File: src/rtl/swreg_bridge.sv
module swreg_bridge #(
  parameter int VARIANT        = 0,
  parameter int ADDR_W         = 10,
  parameter int TIMEOUT_CYCLES = 1024
) (
  input  logic              clk,
  input  logic              rst_n,
  input  logic              req_start,
  input  logic              req_write,
  input  logic [ADDR_W-1:0] req_addr,
  input  logic [31:0]       req_wdata,
  output logic              req_done,
  output logic [1:0]        req_status,
  output logic [31:0]       req_rdata,
  output logic              cmd_valid,
  output logic              cmd_write,
  output logic [4:0]        cmd_phy,
  output logic [4:0]        cmd_reg,
  output logic [15:0]       cmd_wdata,
  input  logic              cmd_done,
  input  logic              cmd_err,
  input  logic [15:0]       cmd_rdata
);
  localparam int TW = $clog2(TIMEOUT_CYCLES + 1);
  localparam logic [4:0] PG_PHY = (VARIANT == 0) ? 5'h1F : 5'h18;
  localparam logic [4:0] PG_REG = (VARIANT == 0) ? 5'h10 : 5'h00;
  localparam logic [1:0] ST_OK = 2'b00, ST_ERR = 2'b01, ST_TMO = 2'b10;

  typedef enum logic [1:0] {S_IDLE, S_PAGE, S_FIRST, S_SECOND} state_t;

  state_t            st;
  logic [ADDR_W-1:0] a_q;
  logic [31:0]       d_q;
  logic              w_q, lo_first;
  logic [TW-1:0]     tcnt;
  logic              cur_high;

  assign cur_high  = (st == S_FIRST) ? !lo_first : lo_first;
  assign cmd_valid = (st != S_IDLE);
  assign cmd_write = (st == S_PAGE) || w_q;
  assign cmd_phy   = (st == S_PAGE) ? PG_PHY : {2'b10, a_q[8:6]};
  assign cmd_reg   = (st == S_PAGE) ? PG_REG : {a_q[5:2], cur_high};
  assign cmd_wdata = (st == S_PAGE) ? 16'(a_q >> 9)
                   : (cur_high ? d_q[31:16] : d_q[15:0]);

  always_ff @(posedge clk) begin
    if (!rst_n) begin
      st         <= S_IDLE;
      a_q        <= '0;
      d_q        <= '0;
      w_q        <= 1'b0;
      lo_first   <= 1'b1;
      tcnt       <= '0;
      req_done   <= 1'b0;
      req_status <= ST_OK;
      req_rdata  <= '0;
    end else begin
      req_done <= 1'b0;
      if (st == S_IDLE) begin
        if (req_start) begin
          a_q      <= req_addr;
          d_q      <= req_wdata;
          w_q      <= req_write;
          lo_first <= !req_write ||
                      ((VARIANT == 0) && (req_addr == ADDR_W'(10'h098)));
          tcnt     <= '0;
          st       <= S_PAGE;
        end
      end else if (cmd_done) begin
        tcnt <= '0;
        if (cmd_err) begin
          st         <= S_IDLE;
          req_done   <= 1'b1;
          req_status <= ST_ERR;
        end else begin
          if (st != S_PAGE && !w_q) begin
            if (cur_high) req_rdata[31:16] <= cmd_rdata;
            else          req_rdata[15:0]  <= cmd_rdata;
          end
          case (st)
            S_PAGE:  st <= S_FIRST;
            S_FIRST: st <= S_SECOND;
            default: begin
              st         <= S_IDLE;
              req_done   <= 1'b1;
              req_status <= ST_OK;
            end
          endcase
        end
      end else if (tcnt == TW'(TIMEOUT_CYCLES - 1)) begin
        st         <= S_IDLE;
        req_done   <= 1'b1;
        req_status <= ST_TMO;
      end else begin
        tcnt <= tcnt + 1'b1;
      end
    end
  end

  AST_DONE_PULSE: assert property (@(posedge clk) disable iff (!rst_n)
    req_done |=> !req_done);
  AST_DONE_AFTER_ACK: assert property (@(posedge clk) disable iff (!rst_n)
    (req_done && req_status == ST_OK) |-> $past(cmd_done));
  AST_PAGE_FIRST: assert property (@(posedge clk) disable iff (!rst_n)
    $rose(cmd_valid) |-> (cmd_write && cmd_phy == PG_PHY && cmd_reg == PG_REG));
  AST_ERR_STOPS: assert property (@(posedge clk) disable iff (!rst_n)
    (cmd_valid && cmd_done && cmd_err) |=> (!cmd_valid && req_done && req_status == ST_ERR));
  AST_CMD_HELD: assert property (@(posedge clk) disable iff (!rst_n)
    (cmd_valid && !cmd_done) |=> (!cmd_valid || $stable({cmd_write, cmd_phy, cmd_reg, cmd_wdata})));
  AST_TMO_BOUND: assert property (@(posedge clk) disable iff (!rst_n)
    tcnt < TW'(TIMEOUT_CYCLES));
endmodule

File: config.mk
export PLATFORM = sky130hd
export DESIGN_NAME = swreg_bridge
export DESIGN_NICKNAME = d
export VERILOG_FILES = /design/src/rtl/swreg_bridge.sv
export SDC_FILE = /design/constraint.sdc
export NUM_CORES = 1
export LEC_CHECK = 0
export BUFFER_PORTS_ARGS = -buffer_cell sky130_fd_sc_hd__buf_2
export CORE_UTILIZATION = 35
export CTS_BUF_LIST = sky130_fd_sc_hd__clkbuf_4 sky130_fd_sc_hd__clkbuf_8 sky130_fd_sc_hd__clkbuf_16
export CTS_CLUSTER_SIZE = 16
export DETAILED_ROUTE_END_ITERATION = 10
export GPL_TIMING_DRIVEN = 0
export SYNTH_ARGS = -nofsm -noshare
export SYNTH_HDL_FRONTEND = slang
export SYNTH_SLANG_ARGS = --single-unit
File: constraint.sdc
create_clock -name clk -period 2.62 [get_ports clk]
set_input_delay 0.262 -clock clk [delete_from_list [all_inputs] [get_ports clk]]
set_output_delay 0.262 -clock clk [all_outputs]
set_load 0.01 [all_outputs]
== After elaboration in Yosys (flattened, before gate mapping) ==
Cells that the tools add are included.
W data, S select, Z words.
Cells by class
  order comparisons: 0
  bitwise logic cells: 4
  $add $sub $neg: 1
  shift operators: 0
  equality and inequality tests: 8
  mux-type cells: 23
  multipliers: 0
  divide/modulo/power cells: 0
  reductions and logical operators: 18
Operators by type and width (number)
  $mux W11: 4
  $mux W16: 2
  $mux W2: 9
  $add A11 B1 Y11 const B: 1
  $eq A11 B10 Y1 const B: 1
  $eq A10 B8 Y1 const B: 1
  $reduce_and A5 Y1: 2
  $reduce_and A2 Y1: 3
  $mux W1: 5
  $mux W5: 1
  $mux W4: 1
  $not A1 Y1: 4
  $pmux W2 S2: 1
  $reduce_bool A2 Y1: 2
  $reduce_or A2 Y1: 2
  $logic_not A1 Y1: 3
  $ne A3 B2 Y1 const B: 1
  $ne A3 B3 Y1 const B: 1
  $reduce_and A3 Y1: 1
  $reduce_bool A3 Y1: 1
  $eq A2 B1 Y1 const B: 1
  $eq A2 B2 Y1 const B: 1
  $logic_not A2 Y1: 1
  $logic_or A1 B1 Y1: 2
  other kinds (3): 3
Word-level totals
  latch bits: 0
  output and inout bits: 63
  ROM bits: 0
  memory bits (writable): 0
  input port bits: 64
  flip-flop bits (word level): 92
  memories: 0
  word-level logic and storage cells: 64

== Depth between registers and ports, before layout ==
  depth after elaboration: 5
  mapped depth: 8
  mapped depth without buffers: 6

== Least setup slack after synthesis ==
No wires, ideal clock.
  path type: reg2reg
  start: register st[1]
  end: register req_rdata[11]
  clock period less this slack: 2.181 ns
  library setup time: 0.128 ns
  data arrival time: 2.053 ns
  stages on the path, launching flop included: 9
  path buffers: 2
  setup slack: 0.439 ns
  cell sequence: dfxtp_1 inv_1 ha_1 or2_2 buf_2 nor4_4 buf_6 mux2i_1 nor2_1
Between the ends
  word-level cells in the longest chain between the ends: 4
  elaborated cells on any way between the ends: 8
  those cells by class: 2 x eq/ne; 1 x mux; 2 x bitwise; 3 x reduce/logical
Ends and longest elaborated chain
  start, declared: line 31  | state_t st;
  start signal, assigned: line 48  | st <= S_IDLE;
  start signal, assigned: line 67  | st <= S_PAGE;
  start signal, assigned: line 72  | st <= S_IDLE;
  $eq A2 B2 Y1: line 38  | assign cur_high = (st == S_FIRST) ? !lo_first : lo_first;
  $mux W1: line 38
  $not A1 Y1 (no source line)
  $reduce_and A5 Y1 (no source line) *
  end signal, assigned: line 78  | else req_rdata[15:0] <= cmd_rdata;
  end, declared: line 14  | output logic [31:0] req_rdata,
Mark *: on every way between the ends. The rest lies on a longest branch, timed or not.
A chain may end at the register's enable or synchronous reset.

== Worst setup path in the final report ==
  start: register st[0]
  end: output cmd_wdata[8]
Between the ends
  word-level cells in the longest chain between the ends: 4
  elaborated cells on any way between the ends: 5
  those cells by class: 2 x eq/ne; 3 x mux
Ends and longest elaborated chain
  $eq A2 B2 Y1: line 38
  $mux W1: line 38
  $mux W16: line 44  | : (cur_high ? d_q[31:16] : d_q[15:0]);
  $mux W16 *: line 43  | assign cmd_wdata = (st == S_PAGE) ? 16'(a_q >> 9)
  end, declared: line 19  | output logic [15:0] cmd_wdata,
Marked as above.

==> metrics.md <==
| Metric | Value |
|---|---|
| Status | completed |
| Endpoints failing hold | 0 |
| Reg-to-reg setup timing slack | 0.37 ns |
| Dpl ws | 0.0264 ns |
| Vias | 3588 |
| Cell count after synthesis | 465 |
| Routability congestion estimate | 0.775 |
| Port Buffers | 124 |
| Ys Warns | 0 |
| Ports | 127 |
| Required time worst endpoint | 2.36 ns |
| Worst path cell trace | inv_1, ha_1, xor2_4, clkbuf_2, nand2_1, a21oi_1, buf_2 |
| Synth unique cells | 40 |
| WP buf/inv | 3 |
| Layout fillers | 1046 |
| Hold path startpoint | req_wdata[25] |
| Clock Tree Buf Depth | 2 |
| GRT Resource Usage Total | 0.181 |
| Kind of critical path | reg -> out |
| Register clock-pin slew on the reported worst setup and hold paths | 0.09 ns |
| Largest stage delay, worst path | 0.38 ns |
| Max-cap viol count | 0 |
| Crit start category | flip-flop |
| LEAKAGE | 2.01 nW |
| Half-perimeter wire length after placement | 7.35 mm |
| Area grow syn2layout | 27.8% |
| Initial Util | 0.363 |
| # diodes | 0 |
| Initial antenna violation count | 0 |
| Slowest cell on crit path | ha_1 |
| Final period utilization | 0.929 |
| First-pass GRT wire length | 16.4 mm |
| Class of the worst hold path | in -> reg |
| EDFF count, synth | 0 |
| Clock skew | 0.0123 ns |
| DR iter-0 viols | 191 |
| Core Area | 10400 um2 |
| Die width | 106 um |
| TritonCTS clock tree | built |
| TritonCTS Buffers | 9 |
| Max Slew Vio Count | 0 |
| Worst-Skew Late Latency | 0.35 ns |
| Max Clock Freq | 411 MHz |
| Congestion Overflow GR | 0 |
| Drt wl/cell | 13.3 um |
| WL final | 9.94 mm |
| Final WS setup | 0.187 ns |
| Hold Path Stages | 3 |
| Post-route antenna net violation count | 0 |
| Drt first pass iters | 4 |
| Sequential-to-total area share from yosys stat | 0.477 |
| Synth Cell Area | 3780 um2 |
| Vias in the first global route | 3391 |
| Setup TNS | 0 ns |
| Worst Reg-to-Reg Cells | 7 |
| DR vias/cell | 4.82 |
| WP data arrival | 2.17 ns |
| CTS Hold Bufs | 0 |
| Layout cell share with drive strength beyond 1 | 0.268 |
| Reg2reg end | tcnt[6]$_SDFFE_PN0P_ |
| Slew @ Worst Pin | 0.759 ns |
| Asr flop ratio synth | 0 |
| Largest delay share family, worst path | buffers and inverters |
| Critical R2R Launch | st[0]$_SDFFE_PN0P_ |
| # DRC | 0 |
| RSZ-0062 raised after global routing | no |
| Ys flop type | dfxtp_1 |
| Largest net degree at the start of global routing | 16 |
| Final net count | 673 |
| Die area | 11200 um2 |
| Min-Delay Endpoint | d_q[25]$_SDFFE_PN0P_ |
| Clock sinks | 90 |
| Final setup vio count | 0 |
| Relative slew slack | 0.494 |
| Maximum VDD drop | 0.221 mV |
| Worst-path maximum fanout | 10 |
| H-Tree Depth | 3 |
| Fin crit period | 2.43 ns |
| Pwr dens | 581 nW/um2 |
| Die outline height | 106 um |
| Num rows | 37 |
| Root Buffer | clkbuf_8 |
| Yosys reg bits | 90 |
| Syn nets | 534 |
| Synth Area per Inst | 8.13 um2 |
| Critical Path End Type | output pin |
-- layer usage --
layer  up-vias  track usage  part of all wire
li1       1830            -                 -
met1      1627        0.230              0.45
met2       117        0.298              0.46
met3        14       0.0484             0.079
met4         0       0.0575             0.012
met5         -            0                 0
-- worst max path at each step --
stage                            start                         end  slack (ns)  cells past startpoint
global route        st[0]$_SDFFE_PN0P_                cmd_wdata[6]       0.005                      7
global placement    st[0]$_SDFFE_PN0P_                cmd_wdata[8]        0.04                      7
detailed placement  st[1]$_SDFFE_PN0P_  req_rdata[25]$_SDFFE_PN0P_        0.03                      8
finish              st[0]$_SDFFE_PN0P_                cmd_wdata[8]        0.19                      7
CTS                 st[1]$_SDFFE_PN0P_   req_rdata[4]$_SDFFE_PN0P_        0.02                      8
floorplan           st[1]$_SDFFE_PN0P_  req_rdata[11]$_SDFFE_PN0P_        0.44                      8
-- state kept, by name, summed over array words and instances, names as in the netlist --
name        cells
req_rdata      32
req_status      2
req_done        1
st              2
lo_first        1
w_q             1
d_q            32
tcnt           11
a_q             8
-- cells in the mapped netlist (4+ instances only) --
| cell type | number | area (um2) |
|---|---|---|
| nand2_1 | 129 | 484 |
| dfxtp_1 | 90 | 1800 |
| a21oi_1 | 63 | 315 |
| nor2_1 | 42 | 158 |
| mux2i_1 | 35 | 350 |
| clkbuf_1 | 23 | 86.3 |
| o21ai_0 | 9 | 45.0 |
| nor3_1 | 6 | 30.0 |
| or2_2 | 6 | 37.5 |
| a31oi_1 | 5 | 31.3 |
| ha_1 | 5 | 62.6 |
| nand4_1 | 4 | 25.0 |
| nor2b_1 | 4 | 25.0 |
-- power breakdown --
part / total, W / switching [W] / internal, W
clock network: 0.000895 / 0.000495 / 0.000400
registers: 0.00146 / 0.0000326 / 0.00143
logic: 0.000454 / 0.000278 / 0.000176
total: 0.00281 / 0.000805 / 0.00200
-- cell families (layout without fill, tap and decap cells) --
logic type	count (synthesis)	count (layout)	synth area share
buffers and inverters	34	178	0.0390
xor gates and xnor gates	2	2	0.00463
muxes	35	35	0.0927
AOI/OAI and AO/OA	87	87	0.124
DFF	90	90	0.477
and+or+nand+nor	211	211	0.246
other	1	1	0.000992
adders and majority gates	5	5	0.0165
-- layout make-up --
type                    count  area, um2  share of cell area
clock inverters             5       37.5             0.00777
plain buffers              30        135              0.0280
well taps                 136        170              0.0352
inverters                   4       15.0             0.00311
repair buffers            128        651               0.135
clock buffers              11        151              0.0313
flip-flops and latches     90       1800               0.373
multi-input cells         341       1870               0.387
-- worst register-to-register path, delay by kind of cell (launching register included) --
family	cells	cell delay, ns
buf+inv	3	0.61
flops	1	0.37
fa+ha+maj	1	0.19
simple gates	1	0.11
compound gates	2	0.81
-- placed cells by master (no fill, tap or decap), drive strengths merged, types with 3 or more instances in the layout --
master	Yosys	final
buf	7	135
nand2	129	129
dfxtp	90	90
a21oi	63	63
nor2	42	42
mux2i	35	35
clkbuf	23	34
o21ai	9	9
or2	6	6
nor3	6	6
a31oi	5	5
ha	5	5
inv	4	5
nor2b	4	4
nand4	4	4
nor4	4	4
nand3	3	3
o22ai	3	3
nand2b	3	3
and3	3	3
-- metrics by stage --
| step | total power (W) | cell area [um2] | utilization | hold slack (ns) | std cells |
|---|---|---|---|---|---|
| after floorplan | 0.00175 | 3780 | - | 0.398 | 465 |
| after global placement | 0.00193 | 4570 | 0.439 | 0.440 | 725 |
| after detailed placement | 0.00194 | 4570 | 0.439 | 0.443 | 725 |
| after CTS | 0.00284 | 4790 | 0.460 | 0.121 | 741 |
| after global routing | 0.00297 | 4830 | 0.464 | 0.128 | 745 |
| final | 0.00281 | 4830 | 0.464 | 0.141 | 745 |
-- repair_timing --
item / CTS / global route
resized for setup: 4 / 3
endpoints found under the setup margin: 13 / 30
buffers inserted: 0 / 4
pin swaps: 0 / 3
No activity file was read; power rests on OpenSTA's default activity.
